`config.mk`:
```
export PLATFORM = sky130hd
export DESIGN_NAME = ovp_fault_seq
export DESIGN_NICKNAME = d
export VERILOG_FILES = /design/src/rtl/ovp_pkg.sv /design/src/rtl/ovp_thresh_sel.sv /design/src/rtl/ovp_clear_det.sv /design/src/rtl/ovp_resp_fsm.sv /design/src/rtl/ovp_fault_seq.sv
export SDC_FILE = /design/constraint.sdc
export NUM_CORES = 1
export LEC_CHECK = 0
export BUFFER_PORTS_ARGS = -buffer_cell sky130_fd_sc_hd__buf_2
export CAP_MARGIN = 10
export CORE_UTILIZATION = 40
export DETAILED_ROUTE_END_ITERATION = 16
export HOLD_SLACK_MARGIN = 0.06
export PLACE_DENSITY = 0.61
export SLEW_MARGIN = 20
export SYNTH_ARGS = -nofsm -noshare
export SYNTH_HDL_FRONTEND = slang
export SYNTH_SLANG_ARGS = --single-unit
```
`constraint.sdc`:
```
create_clock -name clk -period 4.5 [get_ports clk]
set_clock_uncertainty 0.15 [all_clocks]
set_input_delay 0.45 -clock clk [delete_from_list [all_inputs] [get_ports clk]]
set_output_delay 0.45 -clock clk [all_outputs]
set_load 0.1 [all_outputs]
```
`src/rtl/ovp_pkg.sv`:
```
package ovp_pkg;

  // Arithmetic width for threshold math; wide enough for any code plus margin.
  localparam int unsigned CALC_W = 16;

  typedef enum logic [1:0] {
    PWM_RUN = 2'b00,
    PWM_LOW = 2'b01,
    PWM_HIZ = 2'b10
  } pwm_cmd_e;

  typedef enum logic [2:0] {
    MODE_OFF     = 3'd0,
    MODE_AUX     = 3'd1,
    MODE_LATCHED = 3'd2,
    MODE_PRE_EN  = 3'd3,
    MODE_SOFT    = 3'd4,
    MODE_RUN     = 3'd5
  } ovp_mode_e;

  // Reference plus margin, never wrapping.
  function automatic logic [CALC_W-1:0] ref_plus_margin(
    input logic [CALC_W-1:0] ref_code,
    input logic [CALC_W-1:0] margin
  );
    return ref_code + margin;
  endfunction

  function automatic logic [CALC_W-1:0] larger_of(
    input logic [CALC_W-1:0] a,
    input logic [CALC_W-1:0] b
  );
    return (a > b) ? a : b;
  endfunction

  function automatic logic exceeds(
    input logic [CALC_W-1:0] sense,
    input logic [CALC_W-1:0] limit
  );
    return sense > limit;
  endfunction

  // Feedback has come down to the reference level.
  function automatic logic at_or_below(
    input logic [CALC_W-1:0] sense,
    input logic [CALC_W-1:0] level
  );
    return sense <= level;
  endfunction

endpackage

```
`src/rtl/ovp_thresh_sel.sv`:
```
module ovp_thresh_sel
  import ovp_pkg::*;
#(
  parameter int unsigned MV_W        = 12,
  parameter int unsigned AUX_TRIP_MV = 1800,
  parameter int unsigned PRE_TRIP_MV = 1700,
  parameter int unsigned SS_FLOOR_MV = 1500,
  parameter int unsigned MARGIN_MV   = 200
) (
  input  logic                supply_ok,
  input  logic                aux_alive,
  input  logic                enable,
  input  logic                softstart,
  input  logic                latched,
  input  logic [MV_W-1:0]     vsen_mv,
  input  logic [MV_W-1:0]     vdiff_mv,
  input  logic [MV_W-1:0]     ref_mv,
  output ovp_mode_e           mode,
  output logic [CALC_W-1:0]   thr_mv,
  output logic                trip
);

  localparam int unsigned PAD_W = CALC_W - MV_W;
  localparam logic [CALC_W-1:0] AUX_LIM   = CALC_W'(AUX_TRIP_MV);
  localparam logic [CALC_W-1:0] PRE_LIM   = CALC_W'(PRE_TRIP_MV);
  localparam logic [CALC_W-1:0] SS_FLOOR  = CALC_W'(SS_FLOOR_MV);
  localparam logic [CALC_W-1:0] MARGIN    = CALC_W'(MARGIN_MV);

  logic [CALC_W-1:0] vsen_x, vdiff_x, ref_x, ref_hi, sense_x;

  assign vsen_x  = {{PAD_W{1'b0}}, vsen_mv};
  assign vdiff_x = {{PAD_W{1'b0}}, vdiff_mv};
  assign ref_x   = {{PAD_W{1'b0}}, ref_mv};
  assign ref_hi  = ref_plus_margin(ref_x, MARGIN);

  // Operating state; the earlier test has priority.
  always_comb begin
    if (!supply_ok)     mode = aux_alive ? MODE_AUX : MODE_OFF;
    else if (latched)   mode = MODE_LATCHED;
    else if (!enable)   mode = MODE_PRE_EN;
    else if (softstart) mode = MODE_SOFT;
    else                mode = MODE_RUN;
  end

  always_comb begin
    unique case (mode)
      MODE_AUX:    thr_mv = AUX_LIM;
      MODE_PRE_EN: thr_mv = PRE_LIM;
      MODE_SOFT:   thr_mv = larger_of(SS_FLOOR, ref_hi);
      MODE_OFF:    thr_mv = '1;
      default:     thr_mv = ref_hi;
    endcase
  end

  // The auxiliary detector watches the output; the main one the feedback.
  assign sense_x = (mode == MODE_AUX) ? vsen_x : vdiff_x;
  assign trip    = (mode != MODE_OFF) && exceeds(sense_x, thr_mv);

endmodule

```
`src/rtl/ovp_clear_det.sv`:
```
module ovp_clear_det (
  input  logic clk,
  input  logic rst_n,
  input  logic enable,
  input  logic supply_ok,
  output logic clear_evt
);

  logic en_q, sup_q;

  always_ff @(posedge clk or negedge rst_n) begin
    if (!rst_n) begin
      en_q  <= 1'b0;
      sup_q <= 1'b0;
    end else begin
      en_q  <= enable;
      sup_q <= supply_ok;
    end
  end

  // A falling edge on either flag asks for the latch to clear.
  assign clear_evt = (en_q && !enable) || (sup_q && !supply_ok);

endmodule

```
`src/rtl/ovp_resp_fsm.sv`:
```
module ovp_resp_fsm
  import ovp_pkg::*;
(
  input  logic     clk,
  input  logic     rst_n,
  input  logic     trip,
  input  logic     clear_evt,
  input  logic     released,
  output pwm_cmd_e state_q,
  output pwm_cmd_e pwm_cmd,
  output logic     crowbar,
  output logic     fault_latched
);

  pwm_cmd_e state_d;
  logic     latch_d;

  always_comb begin
    state_d = state_q;
    latch_d = fault_latched;
    if (trip) begin
      state_d = PWM_LOW;
      latch_d = 1'b1;
    end else if (clear_evt) begin
      state_d = PWM_RUN;
      latch_d = 1'b0;
    end else if (state_q == PWM_LOW && released) begin
      state_d = PWM_HIZ;
    end
  end

  always_ff @(posedge clk or negedge rst_n) begin
    if (!rst_n) begin
      state_q       <= PWM_RUN;
      fault_latched <= 1'b0;
    end else begin
      state_q       <= state_d;
      fault_latched <= latch_d;
    end
  end

  // Trip overrides the registered command without waiting for an edge.
  assign pwm_cmd = trip ? PWM_LOW : state_q;
  assign crowbar = trip || fault_latched;

  p_trip_low_r7: assert property (@(posedge clk) disable iff (!rst_n)
    trip |-> (pwm_cmd == PWM_LOW && crowbar));

  p_latch_after_trip_r10: assert property (@(posedge clk) disable iff (!rst_n)
    trip |=> fault_latched);

  p_no_run_while_latched_r10: assert property (@(posedge clk) disable iff (!rst_n)
    fault_latched |-> (pwm_cmd != PWM_RUN && crowbar));

  p_release_to_hiz_r8: assert property (@(posedge clk) disable iff (!rst_n)
    (state_q == PWM_LOW && released && !trip && !clear_evt) |=> state_q == PWM_HIZ);

  p_clear_r11: assert property (@(posedge clk) disable iff (!rst_n)
    (clear_evt && !trip) |=> (!fault_latched && pwm_cmd == PWM_RUN || trip));

  p_trip_wins_r12: assert property (@(posedge clk) disable iff (!rst_n)
    (clear_evt && trip) |=> fault_latched);

  p_legal_cmd_r7: assert property (@(posedge clk) disable iff (!rst_n)
    pwm_cmd != 2'b11);

endmodule

```
`src/rtl/ovp_fault_seq.sv`:
```
module ovp_fault_seq
  import ovp_pkg::*;
#(
  parameter int unsigned MV_W        = 12,
  parameter int unsigned AUX_TRIP_MV = 1800,
  parameter int unsigned PRE_TRIP_MV = 1700,
  parameter int unsigned SS_FLOOR_MV = 1500,
  parameter int unsigned MARGIN_MV   = 200
) (
  input  logic            clk,
  input  logic            rst_n,
  input  logic [MV_W-1:0] vsen_mv,
  input  logic [MV_W-1:0] vdiff_mv,
  input  logic [MV_W-1:0] ref_mv,
  input  logic            supply_ok,
  input  logic            aux_alive,
  input  logic            enable,
  input  logic            softstart,
  output logic [1:0]      pwm_cmd,
  output logic            crowbar,
  output logic            fault_latched
);

  localparam int unsigned PAD_W = CALC_W - MV_W;

  ovp_mode_e         mode;
  logic [CALC_W-1:0] thr_mv;
  logic              trip;
  logic              clear_evt;
  logic              released;
  pwm_cmd_e          state_q;
  pwm_cmd_e          cmd_e;

  ovp_thresh_sel #(
    .MV_W(MV_W), .AUX_TRIP_MV(AUX_TRIP_MV), .PRE_TRIP_MV(PRE_TRIP_MV),
    .SS_FLOOR_MV(SS_FLOOR_MV), .MARGIN_MV(MARGIN_MV)
  ) u_thr (
    .supply_ok(supply_ok), .aux_alive(aux_alive), .enable(enable),
    .softstart(softstart), .latched(fault_latched),
    .vsen_mv(vsen_mv), .vdiff_mv(vdiff_mv), .ref_mv(ref_mv),
    .mode(mode), .thr_mv(thr_mv), .trip(trip)
  );

  ovp_clear_det u_clr (
    .clk(clk), .rst_n(rst_n), .enable(enable), .supply_ok(supply_ok),
    .clear_evt(clear_evt)
  );

  assign released = at_or_below({{PAD_W{1'b0}}, vdiff_mv}, {{PAD_W{1'b0}}, ref_mv});

  ovp_resp_fsm u_fsm (
    .clk(clk), .rst_n(rst_n), .trip(trip), .clear_evt(clear_evt),
    .released(released), .state_q(state_q), .pwm_cmd(cmd_e),
    .crowbar(crowbar), .fault_latched(fault_latched)
  );

  assign pwm_cmd = cmd_e;

  p_dead_aux_no_trip_r3: assert property (@(posedge clk) disable iff (!rst_n)
    (!supply_ok && !aux_alive) |-> !trip);

  p_aux_level_r2: assert property (@(posedge clk) disable iff (!rst_n)
    (!supply_ok && aux_alive && vsen_mv <= MV_W'(AUX_TRIP_MV)) |-> !trip);

  p_pre_en_level_r4: assert property (@(posedge clk) disable iff (!rst_n)
    (supply_ok && !enable && !fault_latched && vdiff_mv > MV_W'(PRE_TRIP_MV))
      |-> pwm_cmd == 2'b01);

  p_hiz_needs_latch_r10: assert property (@(posedge clk) disable iff (!rst_n)
    (pwm_cmd == 2'b10) |-> fault_latched);

  p_mode_matches_latch_r10: assert property (@(posedge clk) disable iff (!rst_n)
    (supply_ok && fault_latched) |-> mode == MODE_LATCHED);

endmodule

```
-- Yosys cells after proc, flatten, opt, wreduce, memory -nomap -nowiden
Cells that the tools add are included.
Widths: inputs -> output; s select.
- flip-flop bits (word level): 5
- bits of input ports: 42
- $add $sub $neg: 1
- magnitude comparators: 3
- eq/ne operators: 4
- mux-type cells: 14
- reductions and logical operators: 12
- operators by type and width (operator ; count):
    $pmux 16 s4 ; 1
    $gt 11x16->1 const A ; 1
    $gt 16x16->1 ; 1
    $mux 16 ; 1
    $add 12x8->13 const B ; 1
    $le 12x12->1 ; 1
    $mux 12 ; 1
    $mux 3 ; 3
    $mux 2 ; 4
    $reduce_bool 3->1 ; 2
    $logic_and 1x1->1 ; 4
    $mux 1 ; 4
    $eq 3x1->1 const B ; 1
    $eq 3x2->1 const B ; 1
    $eq 3x3->1 const B ; 1
    $logic_not 3->1 ; 1
    $eq 2x1->1 const B ; 1
    $logic_not 1->1 ; 2
    $logic_or 1x1->1 ; 2
    $reduce_bool 2->1 ; 1

-- Depth between registers and ports, before layout
- word-level depth: 9
- depth in mapped cells: 15
- gate-level depth less buffers: 14

-- Modules after synthesis
A second synthesis with hierarchy kept.
- cell total of the unflattened synthesis: 207
- area total of the unflattened synthesis: 1606.5 um^2
- by module, submodules not included (module ; instances ; cells an instance ; area each (um^2) ; seq. area each (um^2)):
    ovp_thresh_sel ; 1 ; 149 ; 1108.6 ; 0.0
    ovp_fault_seq ; 1 ; 41 ; 297.8 ; 0.0
    ovp_resp_fsm ; 1 ; 12 ; 130.1 ; 75.1
    ovp_clear_det ; 1 ; 5 ; 70.1 ; 50.0

-- Worst setup path before layout
No wires, ideal clock.
- path kind: input port to output port
- start: input port ref_mv[3]
- end: output port crowbar
- arrival: 5.273 ns
- required time: 3.900 ns
- path slack: -1.373 ns
- stages: 15
- path through: ha_1 > buf_6 > a211o_1 > or3_1 > a222oi_1 > o31ai_4 > o311ai_4 > o22ai_1 > ha_1 > a21oi_1 > nor2_1 > a211oi_1 > a211oi_1 > a21oi_1 > nor3_1
- cells in the longest elaborated chain, start to end: 7
- ends and longest elaborated chain (element ; RTL line ; text):
    start: declaration ; ovp_fault_seq.sv:14 ; input logic [MV_W-1:0] ref_mv,
    $add 12x8->13 (*) ; ovp_pkg.sv:26 ; return ref_code + margin;
    $gt 11x16->1 ; ovp_pkg.sv:33 ; return (a > b) ? a : b;
    $mux 16 ; ovp_pkg.sv:33 ;
    $pmux 16 s4 (*) ; ovp_thresh_sel.sv:46 ; unique case (mode)
    $gt 16x16->1 (*) ; ovp_pkg.sv:40 ; return sense > limit;
    $logic_and 1x1->1 (*) ; ovp_thresh_sel.sv:57 ; assign trip = (mode != MODE_OFF) && exceeds(sense_x, thr_mv);
    $logic_or 1x1->1 (*) ; ovp_resp_fsm.sv:44 ; assign crowbar = trip || fault_latched;
    end: declaration ; ovp_fault_seq.sv:20 ; output logic crowbar,
Every way passes the cells marked *; elsewhere a longest branch is shown, timed or not.

-- Final worst setup path
- start: input port ref_mv[4]
- end: output port pwm_cmd[1]
- cells in the longest elaborated chain, start to end: 7
- ends and longest elaborated chain (element ; RTL line ; text):
    $add 12x8->13 (*) ; ovp_pkg.sv:26 ;
    $gt 11x16->1 ; ovp_pkg.sv:33 ;
    $mux 16 ; ovp_pkg.sv:33 ;
    $pmux 16 s4 (*) ; ovp_thresh_sel.sv:46 ;
    $gt 16x16->1 (*) ; ovp_pkg.sv:40 ;
    $logic_and 1x1->1 (*) ; ovp_thresh_sel.sv:57 ;
    $mux 2 (*) ; ovp_resp_fsm.sv:43 ; assign pwm_cmd = trip ? PWM_LOW : state_q;
    end: declaration ; ovp_fault_seq.sv:19 ; output logic [1:0] pwm_cmd,
Marked as above.

==> metrics.csv <==
stage;metric;value;unit
clock_network;cts.reportedPaths.clkPinSlew;0.03;ns
pwr;ir_drop;0.327;mV
critical_path;cp.arrival;3.75;ns
timing;fin_crit;4.35;ns
timing;fin_hold_ws;0.264;ns
critical_path;worst_setup_path_end_kind;output port;
floorplan;coreArea;3720;um^2
timing;worst_slack;0.153;ns
global_route;grt_antenna_before_repair;0;
timing;min_period_over_period;0.966;
timing;relSlewSlack;0.680;
clock_network;cts_buffer_depth;2;
status;outcome;finished clean;
floorplan;die_area;4190;um^2
floorplan;ios;46;
drt;drt_iter0_markers;93;
yosys;synth_top_area_frac;0.199;
drt;vias;1809;
flow_run;drv_cap;0;
finish;layout-drive-gt1-share;0.358;
placed_design;dpl.hpwl;3790;um
yosys;post_synth.cell_area_avg;7.83;um^2
floorplan;initial_core_util;0.424;
yosys;ys_seq_area_frac;0.0795;
critical_path;critPathSlowestCell;a211o_4;
finish;final_area;2240;um^2
global_route;grt_max_degree;19;
clock_network;htree_levels;1;
critical_path;crit_fanout;5;
pwr;powerDensity;262;nW/um^2
yosys;synth-edff-count;0;
yosys;ys.flop_type;dfrtp_1;
finish;antenna_cells;0;
finish;fillers;357;
yosys;syn_nets;268;
critical_path;cp_common_cell;buf_4;
finish;final_common_cell;buf_2;
drt;ant_nets;0;
global_route;grt_pass1_vias;1640;
yosys;syn-instance-count;201;
finish;multi_input_area;1490;um^2
finish;seq_area;125;um^2
global_route;grt_pass1_wl;7310;um
finish;nNetsFinal;333;
global_route;grtUsageTotal;0.223;
drt;wl_per_cell;14.7;um
floorplan;fp.dieW;64.7;um
placed_design;gp_congestion;0.852;
yosys;yosys.area.top_type;ha_1;
clock_network;cts_tree;built;
timing;max_freq;230;MHz
placed_design;dpl_cell_area;2000;um^2
clock_network;clock_tree.root_cell;clkbuf_8;
critical_path;start_kind;input port;
yosys;yosysWarnings;0;
yosys;synth_area;1570;um^2
floorplan;die_y;64.7;um
finish;final_cell_mix;buf_2 (40), ha_1 (23), nor2_1 (19);
yosys;yosys-top-cells-area;ha_1 (20%), dfrtp_1 (7.9%), mux2_1 (7.9%);
critical_path;cp_cell_sequence;buf_8 > ha_4 > a211o_1 > buf_4 > a21oi_2 > a222oi_1 > buf_4 > o31ai_4 > o311ai_4 > buf_4 > o31a_1 > ha_4 > nand3_2 > o21bai_4 > o211ai_1 > nand2_2 > a211o_4 > buf_12;
yosys;async_flop_share;1.00;
drt;drtPass1Iterations;4;
critical_path;critPathMaxStageDelay;0.35;ns
global_route;grt.overflow.total;0;
finish;area_growth;42.6;%
timing;tightest_slew;0.483;ns
timing;setup_viol_count_final;0;
timing;drv_slew;0;
timing;final_hold_viol_count;0;
critical_path;path_class;in2out;
timing;rsz0062_at_grt;yes;
drt;drc_errors;0;
placed_design;numPortBuffers;45;
critical_path;required;3.90;ns
hold_path;holdCritPathClass;in2reg;
clock_network;insertion_delay;0.22;ns
pwr;p_total;0.587;mW
yosys;yosysUniqueCellTypes;49;
clock_network;cts_buffers;3;
clock_network;cts.sinks;5;
drt;drt-total-wl;4590;um
drt;vias_per_cell;5.78;
yosys;synth_seq_cells;5;
floorplan;rows;22;
placed_design;dp_slack;-0.0494;ns
pwr;power.leakage;1.04;nW
[path summary, 6_finish.rpt]
kind | from | to | slack (ns) | cells after the start
setup / recovery | ref_mv[4] | pwm_cmd[1] | 0.15 | 18
hold / removal | enable | u_clr.en_q$_DFF_PN0_ | 0.26 | 1
setup reg to reg | u_fsm.fault_latched$_DFFE_PN0P_ | u_fsm.state_q[1]$_DFFE_PN0P_ | 1.24 | 13
hold reg to reg | u_fsm.state_q[1]$_DFFE_PN0P_ | u_fsm.state_q[0]$_DFFE_PN0P_ | 0.49 | 2
max in group asynchronous | rst_n | u_clr.en_q$_DFF_PN0_ | 3.58 | 2
min in group asynchronous | rst_n | u_fsm.fault_latched$_DFFE_PN0P_ | 0.48 | 2
[flip-flops by register name, indices dropped and copies added, names as in the netlist]
| name | count |
|---|---|
| u_fsm.state_q | 2 |
| u_clr.sup_q | 1 |
| u_clr.en_q | 1 |
| u_fsm.fault_latched | 1 |
[worst max-delay path, delay by kind of cell]
kind	cells	cell delay [ns]
AO/OA/AOI/OAI	9	1.88
buffers and inverters	5	0.77
adder cells (fa/ha/maj)	2	0.43
AND/OR/NAND/NOR	2	0.20
[metal layers]
| metal | global-route usage | share of wire |
|---|---|---|
| met1 | 0.292 | 0.45 |
| met2 | 0.380 | 0.47 |
| met3 | 0.0475 | 0.071 |
| met4 | 0.0278 | 0.0098 |
| met5 | 0 | 0 |
[where the power goes]
| group | internal, mW | total [mW] | switching [mW] |
|---|---|---|---|
| clock | 0.0607 | 0.0818 | 0.0211 |
| combinational | 0.183 | 0.437 | 0.254 |
| sequential | 0.0537 | 0.0686 | 0.0149 |
| total | 0.297 | 0.587 | 0.290 |
[synthesized netlist by cell type, types with 2 or more instances]
master,n
a211o_1,2
a31oi_1,2
o21ai_0,6
xnor2_1,4
ha_1,25
mux2_1,11
dfrtp_1,5
nor2_1,19
inv_2,4
nor2b_1,5
a21oi_1,13
o211ai_1,2
a211oi_1,5
a21o_1,7
o31a_1,2
a221o_1,2
inv_1,11
a31o_1,3
a2111oi_0,2
nor4_1,3
and2_1,2
o22ai_1,2
o221a_1,2
nor3_1,7
o21ai_1,2
a22oi_1,2
nand3_1,6
clkbuf_1,4
buf_6,2
nand4_1,8
nand2_1,13
[layout make-up]
| cell class | instances | area share |
|---|---|---|
| Clock buffer | 4 | 0.0201 |
| Inverter | 15 | 0.0251 |
| Multi-Input combinational cell | 174 | 0.665 |
| Sequential cell | 5 | 0.0557 |
| Tap cell | 48 | 0.0268 |
| Timing Repair Buffer | 67 | 0.207 |
[what timing repair did]
action                                  4_1_cts  5_1_grt
resized for setup                             2       32
buffers inserted                              0        4
endpoints found under the hold margin         5        0
pin swaps                                     0       22
gates cloned                                  0        0
endpoints found under the setup margin        2        3
hold buffers                                  1        0
[logic make-up (layout without fill, tap and decap cells)]
logic type | Yosys count | in the layout | share of synthesized area
and+or+nand+nor | 69 | 69 | 0.229
AOI/OAI and AO/OA | 65 | 65 | 0.329
adders and majority gates | 25 | 25 | 0.199
buffers and inverters | 22 | 86 | 0.0628
muxes | 11 | 11 | 0.0787
DFF | 5 | 5 | 0.0795
xor gates and xnor gates | 4 | 4 | 0.0223
[stage by stage]
stage           util  std cells  setup TNS, ns
2_1_floorplan      -        201        -0.0477
3_3_place_gp   0.539        305        -0.0604
3_5_place_dp   0.539        305        -0.0852
4_1_cts        0.555        310        -0.0109
5_1_grt        0.604        313        -0.0174
6_report       0.604        313              0
No activity file was read; power rests on OpenSTA's default activity.
